===== config.mk =====
export PLATFORM = sky130hd
export DESIGN_NAME = jitter_fold_osc
export DESIGN_NICKNAME = d
export VERILOG_FILES = /design/src/rtl/osc_pkg.sv /design/src/rtl/osc_fold_map.sv /design/src/rtl/osc_dither.sv /design/src/rtl/osc_skip_hyst.sv /design/src/rtl/jitter_fold_osc.sv
export SDC_FILE = /design/constraint.sdc
export NUM_CORES = 1
export LEC_CHECK = 0
export BUFFER_PORTS_ARGS = -buffer_cell sky130_fd_sc_hd__buf_2
export CAP_MARGIN = 20
export CORE_MARGIN = 1.5
export CORE_UTILIZATION = 56
export CTS_BUF_LIST = sky130_fd_sc_hd__clkbuf_8
export DETAILED_ROUTE_END_ITERATION = 6
export PLACE_DENSITY = 0.83
export SLEW_MARGIN = 20
export SYNTH_ARGS = -nofsm -noshare
export SYNTH_HDL_FRONTEND = slang
export SYNTH_HIERARCHICAL = 1
export SYNTH_SLANG_ARGS = --single-unit

===== constraint.sdc =====
create_clock -name clk -period 18.3 [get_ports clk]
set_input_delay 0.915 -clock clk [delete_from_list [all_inputs] [get_ports clk]]
set_output_delay 0.915 -clock clk [all_outputs]
set_load 0.03 [all_outputs]

===== src/rtl/osc_pkg.sv =====
package osc_pkg;
    typedef enum logic {
        DIR_UP = 1'b0,
        DIR_DN = 1'b1
    } dith_dir_e;

    localparam int SLOPE_FRAC = 8;
endpackage


===== src/rtl/osc_fold_map.sv =====
module osc_fold_map #(
    parameter int FB_W  = 8,
    parameter int NOM   = 1538,
    parameter int MAXP  = 3846,
    parameter int HI    = 94,
    parameter int LO    = 22,
    parameter int PER_W = 12
) (
    input  logic [FB_W-1:0]  fb,
    output logic [PER_W-1:0] base
);
    localparam int SPAN  = HI - LO;
    localparam int SLOPE = ((MAXP - NOM) << osc_pkg::SLOPE_FRAC) / SPAN;

    logic [31:0] offs;
    logic [31:0] prod;
    logic [31:0] fold;

    always_comb begin
        offs = 32'(fb) - 32'(LO);
        prod = offs * 32'(SLOPE);
        fold = 32'(MAXP) - (prod >> osc_pkg::SLOPE_FRAC);
        if (fb >= FB_W'(HI)) begin
            base = PER_W'(NOM);
        end else if (fb <= FB_W'(LO)) begin
            base = PER_W'(MAXP);
        end else begin
            base = fold[PER_W-1:0];
        end
    end
endmodule


===== src/rtl/osc_dither.sv =====
module osc_dither #(
    parameter int AMP = 76,
    parameter int DIV = 1370,
    parameter int DW  = 8
) (
    input  logic                 clk,
    input  logic                 rst_n,
    output logic signed [DW-1:0] dith
);
    generate
        if (AMP == 0) begin : g_flat
            assign dith = '0;
        end else begin : g_tri
            localparam int PREW = $clog2(DIV + 1);

            typedef struct packed {
                logic [PREW-1:0]     pre;
                logic [DW-1:0]       val;
                osc_pkg::dith_dir_e  dir;
            } dst_t;

            dst_t st_d, st_q;

            always_comb begin
                st_d = st_q;
                if (st_q.pre == PREW'(DIV - 1)) begin
                    st_d.pre = '0;
                    if (st_q.dir == osc_pkg::DIR_UP) begin
                        if (st_q.val == DW'(AMP)) begin
                            st_d.dir = osc_pkg::DIR_DN;
                            st_d.val = st_q.val - DW'(1);
                        end else begin
                            st_d.val = st_q.val + DW'(1);
                        end
                    end else begin
                        if (st_q.val == (~DW'(AMP) + DW'(1))) begin
                            st_d.dir = osc_pkg::DIR_UP;
                            st_d.val = st_q.val + DW'(1);
                        end else begin
                            st_d.val = st_q.val - DW'(1);
                        end
                    end
                end else begin
                    st_d.pre = st_q.pre + PREW'(1);
                end
            end

            always_ff @(posedge clk) begin
                if (!rst_n) begin
                    st_q.pre <= '0;
                    st_q.val <= '0;
                    st_q.dir <= osc_pkg::DIR_UP;
                end else begin
                    st_q <= st_d;
                end
            end

            assign dith = $signed(st_q.val);
        end
    endgenerate
endmodule


===== src/rtl/osc_skip_hyst.sv =====
module osc_skip_hyst #(
    parameter int FB_W = 8,
    parameter int ON   = 19,
    parameter int OFF  = 21
) (
    input  logic            clk,
    input  logic            rst_n,
    input  logic [FB_W-1:0] fb,
    output logic            skip_d,
    output logic            skip_q
);
    always_comb begin
        skip_d = skip_q;
        if (skip_q && (fb >= FB_W'(OFF))) begin
            skip_d = 1'b0;
        end else if (!skip_q && (fb < FB_W'(ON))) begin
            skip_d = 1'b1;
        end
    end

    always_ff @(posedge clk) begin
        if (!rst_n) begin
            skip_q <= 1'b0;
        end else begin
            skip_q <= skip_d;
        end
    end
endmodule


===== src/rtl/jitter_fold_osc.sv =====
module jitter_fold_osc #(
    parameter int CLK_KHZ   = 100000,
    parameter int FAST      = 0,
    parameter int DUTY_PCT  = 80,
    parameter int DITH_PCT  = 5,
    parameter int DITH_HZ   = 240,
    parameter int FB_W      = 8,
    parameter int FOLD_HI   = 94,
    parameter int FOLD_LO   = 22,
    parameter int SKIP_ON   = 19,
    parameter int SKIP_HYST = 2
) (
    input  logic            clk,
    input  logic            rst_n,
    input  logic [FB_W-1:0] fb_code,
    output logic            cyc_start,
    output logic            duty_end,
    output logic            skip
);
    localparam int NOM    = (FAST != 0) ? (CLK_KHZ / 100) : (CLK_KHZ / 65);
    localparam int MAXP   = CLK_KHZ / 26;
    localparam int AMP    = (NOM * DITH_PCT) / 100;
    localparam int DIV_R  = (AMP == 0) ? 1 : (CLK_KHZ * 1000) / (DITH_HZ * 4 * AMP);
    localparam int DIV    = (DIV_R < 1) ? 1 : DIV_R;
    localparam int PER_W  = $clog2(MAXP + AMP + 1);
    localparam int DW     = $clog2(AMP + 1) + 1;
    localparam int PROD_W = PER_W + 8;
    localparam int SKIP_OFF = SKIP_ON + SKIP_HYST;

    typedef struct packed {
        logic [PER_W-1:0] cnt;
        logic [PER_W-1:0] per;
        logic [PER_W-1:0] duty;
        logic             act;
    } ost_t;

    ost_t st_d, st_q;

    logic [PER_W-1:0]        base;
    logic signed [DW-1:0]    dith;
    logic                    skip_nxt;
    logic                    skip_reg;
    logic                    wrap;
    logic signed [PER_W+1:0] psum;
    logic [PROD_W-1:0]       dprod;

    osc_fold_map #(
        .FB_W (FB_W),
        .NOM  (NOM),
        .MAXP (MAXP),
        .HI   (FOLD_HI),
        .LO   (FOLD_LO),
        .PER_W(PER_W)
    ) map_i (
        .fb  (fb_code),
        .base(base)
    );

    osc_dither #(
        .AMP(AMP),
        .DIV(DIV),
        .DW (DW)
    ) dith_i (
        .clk  (clk),
        .rst_n(rst_n),
        .dith (dith)
    );

    osc_skip_hyst #(
        .FB_W(FB_W),
        .ON  (SKIP_ON),
        .OFF (SKIP_OFF)
    ) skip_i (
        .clk   (clk),
        .rst_n (rst_n),
        .fb    (fb_code),
        .skip_d(skip_nxt),
        .skip_q(skip_reg)
    );

    always_comb begin
        st_d  = st_q;
        wrap  = (st_q.cnt == (st_q.per - PER_W'(1)));
        psum  = $signed({2'b00, base}) + (PER_W + 2)'(dith);
        dprod = PROD_W'(psum[PER_W-1:0]) * PROD_W'(DUTY_PCT);
        if (wrap) begin
            st_d.cnt  = '0;
            st_d.per  = psum[PER_W-1:0];
            st_d.duty = PER_W'(dprod / PROD_W'(100));
            st_d.act  = !skip_nxt;
        end else begin
            st_d.cnt  = st_q.cnt + PER_W'(1);
        end
    end

    always_ff @(posedge clk) begin
        if (!rst_n) begin
            st_q.cnt  <= '0;
            st_q.per  <= PER_W'(NOM);
            st_q.duty <= PER_W'((NOM * DUTY_PCT) / 100);
            st_q.act  <= 1'b0;
        end else begin
            st_q <= st_d;
        end
    end

    assign cyc_start = st_q.act && (st_q.cnt == '0);
    assign duty_end  = st_q.act && (st_q.cnt == st_q.duty);
    assign skip      = skip_reg;
endmodule


==> results of run 1 <==
-- stage by stage --
step | setup slack [ns] | util, % | cell area, um2
after floorplan | 1.92 | - | 8970
after global placement | 0.674 | 57.7 | 9100
after detailed placement | 0.207 | 57.7 | 9100
after CTS | 0.520 | 59.0 | 9300
after global routing | 0.0757 | 60.2 | 9490
final | 1.04 | 60.2 | 9490
-- final cells by class --
| cell class | instances | area [um2] |
|---|---|---|
| multi-input combinational | 988 | 7500 |
| fill | 1438 | 6280 |
| sequential | 58 | 1160 |
| tap | 216 | 270 |
| inverter | 49 | 184 |
| timing repair buffer | 28 | 180 |
| clock buffer | 10 | 138 |
| clock inverter | 6 | 58.8 |
-- placed cells by master (no fill, tap or decap), types with 18 or more instances in the layout --
| cell type | n |
|---|---|
| nor2_1 | 88 |
| nand3_1 | 44 |
| nand2_1 | 95 |
| o211ai_1 | 21 |
| dfxtp_1 | 58 |
| xor2_1 | 48 |
| a21oi_1 | 56 |
| o21ai_0 | 41 |
| inv_1 | 48 |
| nor3_1 | 33 |
| and2_1 | 22 |
| nand4_1 | 18 |
| ha_1 | 82 |
| xnor2_1 | 73 |
-- worst paths after layout --
kind,from,to,slack (ns),cells past startpoint
setup / recovery,fb_code[1],st_q[1]$_SDFFE_PN0P_,1.04,64
hold / removal,dith_i/g_tri.st_q[9]$_SDFF_PP0_,dith_i/g_tri.st_q[9]$_SDFF_PP0_,0.47,1
setup reg to reg,dith_i/dith[0]$_SDFFE_PN0N_,st_q[1]$_SDFFE_PN0P_,5.02,53
hold reg to reg,dith_i/g_tri.st_q[9]$_SDFF_PP0_,dith_i/g_tri.st_q[9]$_SDFF_PP0_,0.47,1
-- state kept, by name (all words and copies together) (netlist names) --
signal,count
dith_i/dith,8
dith_i/g_tri.st_q,12
skip_i/skip_q,1
st_q,37
-- metal layers --
| layer | vias up | wire [um] |
|---|---|---|
| met2 | 239 | 10300 |
| met4 | 0 | 475 |
| met3 | 42 | 918 |
| li1 | 4243 | - |
| met1 | 4010 | 9950 |
| met5 | - | 0 |
-- timing repair --
action / CTS / global route
setup endpoints to repair: 0 / 2
hold buffers: 0 / 0
buffers inserted: 0 / 5
resized for setup: 0 / 32
-- cell usage after synthesis, types with 9 or more instances --
| cell type | instances |
|---|---|
| nand2_1 | 96 |
| nor2_1 | 89 |
| ha_1 | 85 |
| xnor2_1 | 76 |
| a21oi_1 | 60 |
| dfxtp_1 | 58 |
| xor2_1 | 49 |
| inv_1 | 46 |
| nand3_1 | 44 |
| o21ai_0 | 43 |
| nor3_1 | 33 |
| clkbuf_1 | 31 |
| and2_1 | 22 |
| o211ai_1 | 21 |
| mux2i_1 | 18 |
| nand4_1 | 18 |
| a21o_1 | 16 |
| nand2b_1 | 14 |
| and3_1 | 13 |
| nor4_1 | 13 |
| nor2b_1 | 11 |
| o21a_1 | 11 |
| buf_2 | 10 |
| o21ai_1 | 10 |
| or3_1 | 10 |
| or4_1 | 10 |
| buf_4 | 9 |
-- kinds of logic (layout without fill, tap and decap cells) --
family,Yosys count,after routing
and+or+nand+nor,412,412
DFF,58,58
AOI/OAI and AO/OA,326,326
muxes,28,28
xor gates and xnor gates,125,125
buffers and inverters,104,93
adders and majority gates,97,97
==> flow_summary.ini, run 1 <==
[flow_run]
cap_violations = 0

[timing]
maxSlewHeadroom_pct = 40.1
max_freq_mhz = 58.0
hold_violations = 0
hold_ws_ns = 0.475
setup_viol_count_final = 0
fin_crit_sh_pct = 94.3
slew_viol_final = 0
fin_skew_ns = 0.0118
setup_tns_ns = 0
rsz0062_at_grt = no
worstMarginPinSlew_ns = 0.894
final.min_clock_period_ns = 17.26

[yosys]
avgSynthCellArea_um2 = 7.80
synth_nets = 1253
synth_area_leaders = dfxtp_1 (13%), ha_1 (12%), xnor2_1 (7.4%)
synth_top_family_by_area = compound AO/OA/AOI/OAI gates
syn_area_um2 = 8970
ys_ff_latch = 58
yosysSeqAreaShare_pct = 12.9
synth_edf_count = 0
synthCells = 1150
synth_compound_area_share_pct = 28.2
yosysWarnings = 6
yosys_most_used_dff = dfxtp_1
synth_top_area_cell = dfxtp_1
synthAdderAreaFrac_pct = 14.1
synth.area.mux_share_pct = 3.39
async_flop_share_pct = 0
yosys.area_share.xor_xnor_pct = 12.2
synth.distinct_cells = 115
synth_top_area_share_pct = 12.9
yosys.area_share.simple_pct = 24.0

[layout]
final_net_count = 1237
antenna_cells = 0
drive_gt1_share_pct = 12.7
fin_cells = 1355
flow.area_growth_from_synthesis_pct = 5.77

[place]
place_congestion = 0.944
dpl.hpwl_um = 16500
portBuffers = 12
dpl.cell_count = 1334

[critical_path]
start_kind = primary input
end_kind = flop
critPathKind = primary input to flop
crit_arrival_ns = 17.49
required_ns = 18.54
critical_path.top_delay_family = compound AO/OA/AOI/OAI gates
max_stage_delay_ns = 0.54
cp_common_cell = ha_1
crit_slowest_cell = or3_1
crit_fanout = 12
path_buf_inv = 4

[global_route]
grt_max_degree = 38
track_usage_pct = 25.8
grt_use_met1_pct = 34.5
grt_pass1_vias = 7793
grt_pass1_wl_um = 36200
busiest_layer = met2
grtUsageMet3_pct = 3.63
met2_usage_pct = 43.5
antenna_found_initial = 0
grt.overflow.total = 0

[outcome]
outcome = finished clean

[route]
via_per_inst = 6.30
vias = 8534
drtIter0Drc = 551
wl_um = 21600
drc = 0
wl_per_cell_um = 15.9
ant_nets = 0
first_pass_iters = 5

[cts]
htreeDepth = 3
clockBufferDepth = 2
cts-root-buf = clkbuf_8
cts_sinks = 58
clkTransAtPathRegs_ns = 0.07
cts_made_buffers = 9
clk_latency_ns = 0.36
cts_tree = built

[floorplanning]
die_y_um = 130
io_pins = 13
start_util_pct = 56.9
coreArea_um2 = 15800
rows = 46
dieWidth_um = 130
die_area_um2 = 16800

[min_path]
hold_path_class = flop to flop
Power of run 1 is not shown: default switching activity piles up to over one toggle a cycle in this logic, so the estimate is an artifact.
==> run 2, diff against run 1 <==
--- a/config.mk
+++ b/config.mk
@@ -12,6 +12,7 @@
 export CTS_BUF_LIST = sky130_fd_sc_hd__clkbuf_8
 export DETAILED_ROUTE_END_ITERATION = 6
 export PLACE_DENSITY = 0.83
+export REMOVE_ABC_BUFFERS = 1
 export SLEW_MARGIN = 20
 export SYNTH_ARGS = -nofsm -noshare
 export SYNTH_HDL_FRONTEND = slang
==> run 2 against run 1 <==
Against the previous run:
- hold slack worse by 0.0025 ns
- register-to-register slack better by 0.09 ns
- wire length is 0.82% higher
- non-clock buffer count is 5 lower
- die area stayed put
- flip-flop and latch count stayed put
- core utilization is 0.10 points higher
- critical path depth is 2 higher
- maximum frequency is 0.48% higher
- via count is 0.33% higher
- critical path type unchanged
- critical endpoint unchanged
- highest routed layer unchanged
==> flow_summary.ini, run 2 (same netlist as run 1, synthesis figures left out) <==
[outcome]
outcome = finished clean

[place]
dpl.hpwl_um = 16700
pre_cts_slack_ns = 0.0566
portBuffers = 12
place_congestion = 0.925

[critical_path]
crit_slowest_cell = or4_1
required_ns = 18.54
cp_common_cell = ha_1
end_kind = flop
cp-startpoint = fb_code[1]
critical_path.top_delay_family = compound AO/OA/AOI/OAI gates
cp_num_cells = 66
path_buf_inv = 5
start_kind = primary input
crit_fanout = 13
r2r_start = dith_i/dith[0]$_SDFFE_PN0N_
critPathKind = primary input to flop
worst-r2r-setup-slack_ns = 5.11
cp-endpoint = st_q[1]$_SDFFE_PN0P_
max_stage_delay_ns = 0.51
crit_arrival_ns = 17.41
r2r_end = st_q[1]$_SDFFE_PN0P_
rr_worst_depth = 54

[floorplanning]
io_pins = 13
die_y_um = 130
die_area_um2 = 16800
dieWidth_um = 130
rows = 46
start_util_pct = 56.9
coreArea_um2 = 15800

[layout]
final_cell_mix = nand2_1 (95), nor2_1 (87), ha_1 (84), xnor2_1 (73), a21oi_1 (59)
flow.area_growth_from_synthesis_pct = 5.96
final_net_count = 1233
top_register = st_q
drive_gt1_share_pct = 12.9
nFillCells = 1412
antenna_cells = 0
final_common_cell = nand2_1
largest_reg_flops = 37

[global_route]
grt_pass1_vias = 7686
grt.overflow.total = 0
grt_pass1_wl_um = 35900
antenna_found_initial = 0
track_usage_pct = 25.6
grt_max_degree = 38

[route]
ant_nets = 0
wl_per_cell_um = 16.1
first_pass_iters = 5
vias = 8562
via_per_inst = 6.34
drtIter0Drc = 579
drc = 0
wl_um = 21800

[cts]
clk_latency_ns = 0.35
htreeDepth = 3
cts-root-buf = clkbuf_8
cts_made_buffers = 9
cts_sinks = 58
clkTransAtPathRegs_ns = 0.07
clockBufferDepth = 2
cts_tree = built

[timing]
hold_violations = 0
fin_skew_ns = 0.0105
finalWorstSetupSlack_ns = 1.13
final.min_clock_period_ns = 17.17
maxSlewHeadroom_pct = 38.5
fin_crit_sh_pct = 93.8
setup_viol_count_final = 0
worstMarginPinSlew_ns = 0.916
slew_viol_final = 0
max_freq_mhz = 58.2

[flow_run]
cap_violations = 0

[min_path]
hold_path_class = flop to flop
[run 2: changes by cell type in the layout (fill, tap and decap cells not counted), sizes merged]
cell	change
bufinv	+1
buf	-5
mux2i	+1
inv	-2
clkinv	+1
[run 2: final cells by class]
type / instances / area, um2 / share of cell area, %
multi-input combinational: 989 / 7520 / 79.1
sequential: 58 / 1160 / 12.2
tap: 216 / 270 / 2.84
inverter: 49 / 184 / 1.93
timing repair buffer: 23 / 143 / 1.50
clock buffer: 10 / 138 / 1.45
clock inverter: 6 / 90.1 / 0.948
[run 2: worst min path at each step]
stage                               startpoint                         endpoint  cells after the start
2_1_floorplan  dith_i/g_tri.st_q[9]$_SDFF_PP0_  dith_i/g_tri.st_q[9]$_SDFF_PP0_                      1
3_3_place_gp   dith_i/g_tri.st_q[9]$_SDFF_PP0_  dith_i/g_tri.st_q[9]$_SDFF_PP0_                      1
3_5_place_dp   dith_i/g_tri.st_q[9]$_SDFF_PP0_  dith_i/g_tri.st_q[9]$_SDFF_PP0_                      1
4_1_cts        dith_i/g_tri.st_q[9]$_SDFF_PP0_  dith_i/g_tri.st_q[9]$_SDFF_PP0_                      1
5_1_grt        dith_i/g_tri.st_q[9]$_SDFF_PP0_  dith_i/g_tri.st_q[9]$_SDFF_PP0_                      1
6_report       dith_i/g_tri.st_q[9]$_SDFF_PP0_  dith_i/g_tri.st_q[9]$_SDFF_PP0_                      1
[run 2: worst reg2reg max path, delay by kind of cell, from the launching register on]
| family | cells | cell delay, ns |
|---|---|---|
| adders and majority gates | 6 | 1.95 |
| AOI/OAI and AO/OA | 26 | 5.22 |
| xor gates and xnor gates | 3 | 0.67 |
| and+or+nand+nor | 13 | 3.94 |
| DFF | 1 | 0.40 |
| muxes | 2 | 0.41 |
| buffers and inverters | 4 | 0.50 |
[run 2: metrics by stage]
step,instances,TNS (ns),hold slack (ns),util [%],cell area (um2)
after global placement,1333,0,0.450,57.7,9100
after global routing,1351,-0.0300,0.515,60.3,9510
after CTS,1349,0,0.476,59.1,9320
final,1351,0,0.472,60.3,9510
after floorplan,1095,0,0.433,-,8690
after detailed placement,1333,0,0.461,57.7,9100
[run 2: what timing repair did]
action / 4_1_cts / 5_1_grt
setup endpoints to repair: 0 / 2
gates resized for setup: 0 / 33
hold endpoints to repair: 0 / 0
hold buffers: 0 / 0
buffers inserted: 0 / 1
[run 2: layer usage]
metal | routed length (um) | share of wire, % | GRT usage, % | vias up
li1 | - | - | - | 4254
met1 | 9850 | 45 | 33.2 | 4015
met2 | 10500 | 48 | 44.4 | 253
met3 | 1030 | 4.7 | 3.80 | 40
met4 | 397 | 1.8 | 6.86 | 0
met5 | 0 | 0 | 0 | -
Power of run 2 is left out for the same reason.
==> run 3, diff against run 2 <==
--- a/config.mk
+++ b/config.mk
@@ -5,13 +5,14 @@
 export SDC_FILE = /design/constraint.sdc
 export NUM_CORES = 1
 export LEC_CHECK = 0
+export ABC_CLOCK_PERIOD_IN_PS = 18300
 export BUFFER_PORTS_ARGS = -buffer_cell sky130_fd_sc_hd__buf_2
 export CAP_MARGIN = 20
 export CORE_MARGIN = 1.5
-export CORE_UTILIZATION = 56
+export CORE_UTILIZATION = 59
 export CTS_BUF_LIST = sky130_fd_sc_hd__clkbuf_8
 export DETAILED_ROUTE_END_ITERATION = 6
-export PLACE_DENSITY = 0.83
+export PLACE_DENSITY = 0.86
 export REMOVE_ABC_BUFFERS = 1
 export SLEW_MARGIN = 20
 export SYNTH_ARGS = -nofsm -noshare
==> run 3 against run 2 <==
Against the previous run:
- critical path depth increased by 1
- flip-flop and latch count is the same
- wire length rose by 2.8%
- register-to-register slack got worse by 0.11 ns
- global-route usage is 2.0 points higher
- sequential share of layout area increased by 0.078 points
- worst setup slack lost 0.13 ns
- via count up 1.7%
- count of clock-buffer cells in the layout grew 1
- die area is 5.0% lower
- final area decreased by 0.63%
- largest cell class unchanged
- highest routed layer unchanged
==> flow_summary.ini, run 3 (same netlist as run 1, synthesis figures left out) <==
[layout]
largest_reg_flops = 37
final_common_cell = nand2_1
flow.area_growth_from_synthesis_pct = 5.29
top_register = st_q
fin_cells = 1321
final_cell_mix = nand2_1 (95), nor2_1 (89), ha_1 (83), xnor2_1 (73), a21oi_1 (59)
final_net_count = 1235
antenna_cells = 0
stdcell_area_um2 = 9450
drive_gt1_share_pct = 12.7

[critical_path]
max_stage_delay_ns = 0.51
worst-r2r-setup-slack_ns = 5.00
end_kind = flop
crit_fanout = 9
rr_worst_depth = 53
r2r_start = dith_i/dith[0]$_SDFFE_PN0N_
r2r_end = st_q[1]$_SDFFE_PN0P_
start_kind = primary input
crit_arrival_ns = 17.54
required_ns = 18.53
crit_slowest_cell = or4_1
critPathKind = primary input to flop
cp_common_cell = ha_1

[min_path]
hp-start = dith_i/g_tri.st_q[9]$_SDFF_PP0_
hold_depth = 1
holdPathEnd = dith_i/g_tri.st_q[9]$_SDFF_PP0_
hold_path_class = flop to flop

[timing]
max_freq_mhz = 57.8
fin_skew_ns = 0.00887
hold_violations = 0
slew_viol_final = 0
worstMarginPinSlew_ns = 1.05
final.min_clock_period_ns = 17.31
setup_viol_count_final = 0
maxSlewHeadroom_pct = 29.5
fin_crit_sh_pct = 94.6

[cts]
cts-root-buf = clkbuf_8
clk_latency_ns = 0.35
clkTransAtPathRegs_ns = 0.07
cts_sinks = 58
cts_tree = built
htreeDepth = 3
ctsHoldBuffers = 0
cts_made_buffers = 9
clockBufferDepth = 2

[route]
wl_um = 22400
first_pass_iters = 5
vias = 8708
via_per_inst = 6.59
drtIter0Drc = 657
wl_per_cell_um = 17.0
drc = 0
ant_nets = 0

[floorplanning]
start_util_pct = 61.0
die_area_um2 = 16000
coreArea_um2 = 14700
rows = 44
io_pins = 13
die_y_um = 126
dieWidth_um = 126

[global_route]
grtUsageMet3_pct = 3.63
busiest_layer = met2
grt.overflow.total = 0
grt_pass1_wl_um = 37700
grt_max_degree = 38
grt_use_met1_pct = 36.9
grt_pass1_vias = 8136
track_usage_pct = 27.7
antenna_found_initial = 0
met2_usage_pct = 46.4

[place]
portBuffers = 12
dpl.hpwl_um = 16800
placed_cell_area_um2 = 9050
dpl.cell_count = 1300
place_congestion = 0.958

[flow_run]
cap_violations = 0

[outcome]
outcome = finished clean
==> run 3: worst max path at each step <==
stage / depth (start not counted) / end / slack, ns / startpoint
2_1_floorplan: 65 / st_q[1]$_SDFFE_PN0P_ / 1.72 / fb_code[1]
3_3_place_gp: 66 / st_q[1]$_SDFFE_PN0P_ / 0.69 / fb_code[1]
3_5_place_dp: 66 / st_q[1]$_SDFFE_PN0P_ / 0.1 / fb_code[1]
4_1_cts: 66 / st_q[1]$_SDFFE_PN0P_ / 0.35 / fb_code[1]
5_1_grt: 68 / st_q[1]$_SDFFE_PN0P_ / -0.04 / fb_code[1]
6_report: 67 / st_q[1]$_SDFFE_PN0P_ / 0.99 / fb_code[1]
==> run 3: metal layers <==
metal  share of wire, %  up-vias
li1                   -     4240
met3                6.4       51
met1                 44     4067
met2                 48      350
met5                  0        -
met4                2.4        0
==> run 3: cell type report <==
class                           count  area (um2)
Sequential cell                    58        1160
Multi-Input combinational cell    988        7500
Clock buffer                       11         151
Clock inverter                      5        53.8
Fill cell                        1221        5250
Tap cell                          184         230
Timing Repair Buffer               26         165
Inverter                           49         184
==> run 3: what timing repair did <==
action	in CTS	in global routing
buffers inserted	0	5
setup endpoints to repair	0	2
resized for setup	0	30
==> run 3: critical path: cells and delay by family <==
family	cells	cell delay (ns)
adders and majority gates	11	3.69
xor gates and xnor gates	5	0.85
and+or+nand+nor	15	4.06
buffers and inverters	6	0.82
AOI/OAI and AO/OA	28	6.79
muxes	2	0.41
==> run 3: through the flow <==
step           hold WS, ns  util [%]  worst slack, ns  setup TNS (ns)
6_report             0.471      64.3            0.993               0
5_1_grt              0.488      64.3          -0.0437         -0.0437
4_1_cts              0.478      63.0            0.351               0
3_5_place_dp         0.464      61.6           0.0971               0
3_3_place_gp         0.448      61.6            0.691               0
2_1_floorplan        0.433         -             1.72               0
Power of run 3 is left out for the same reason.
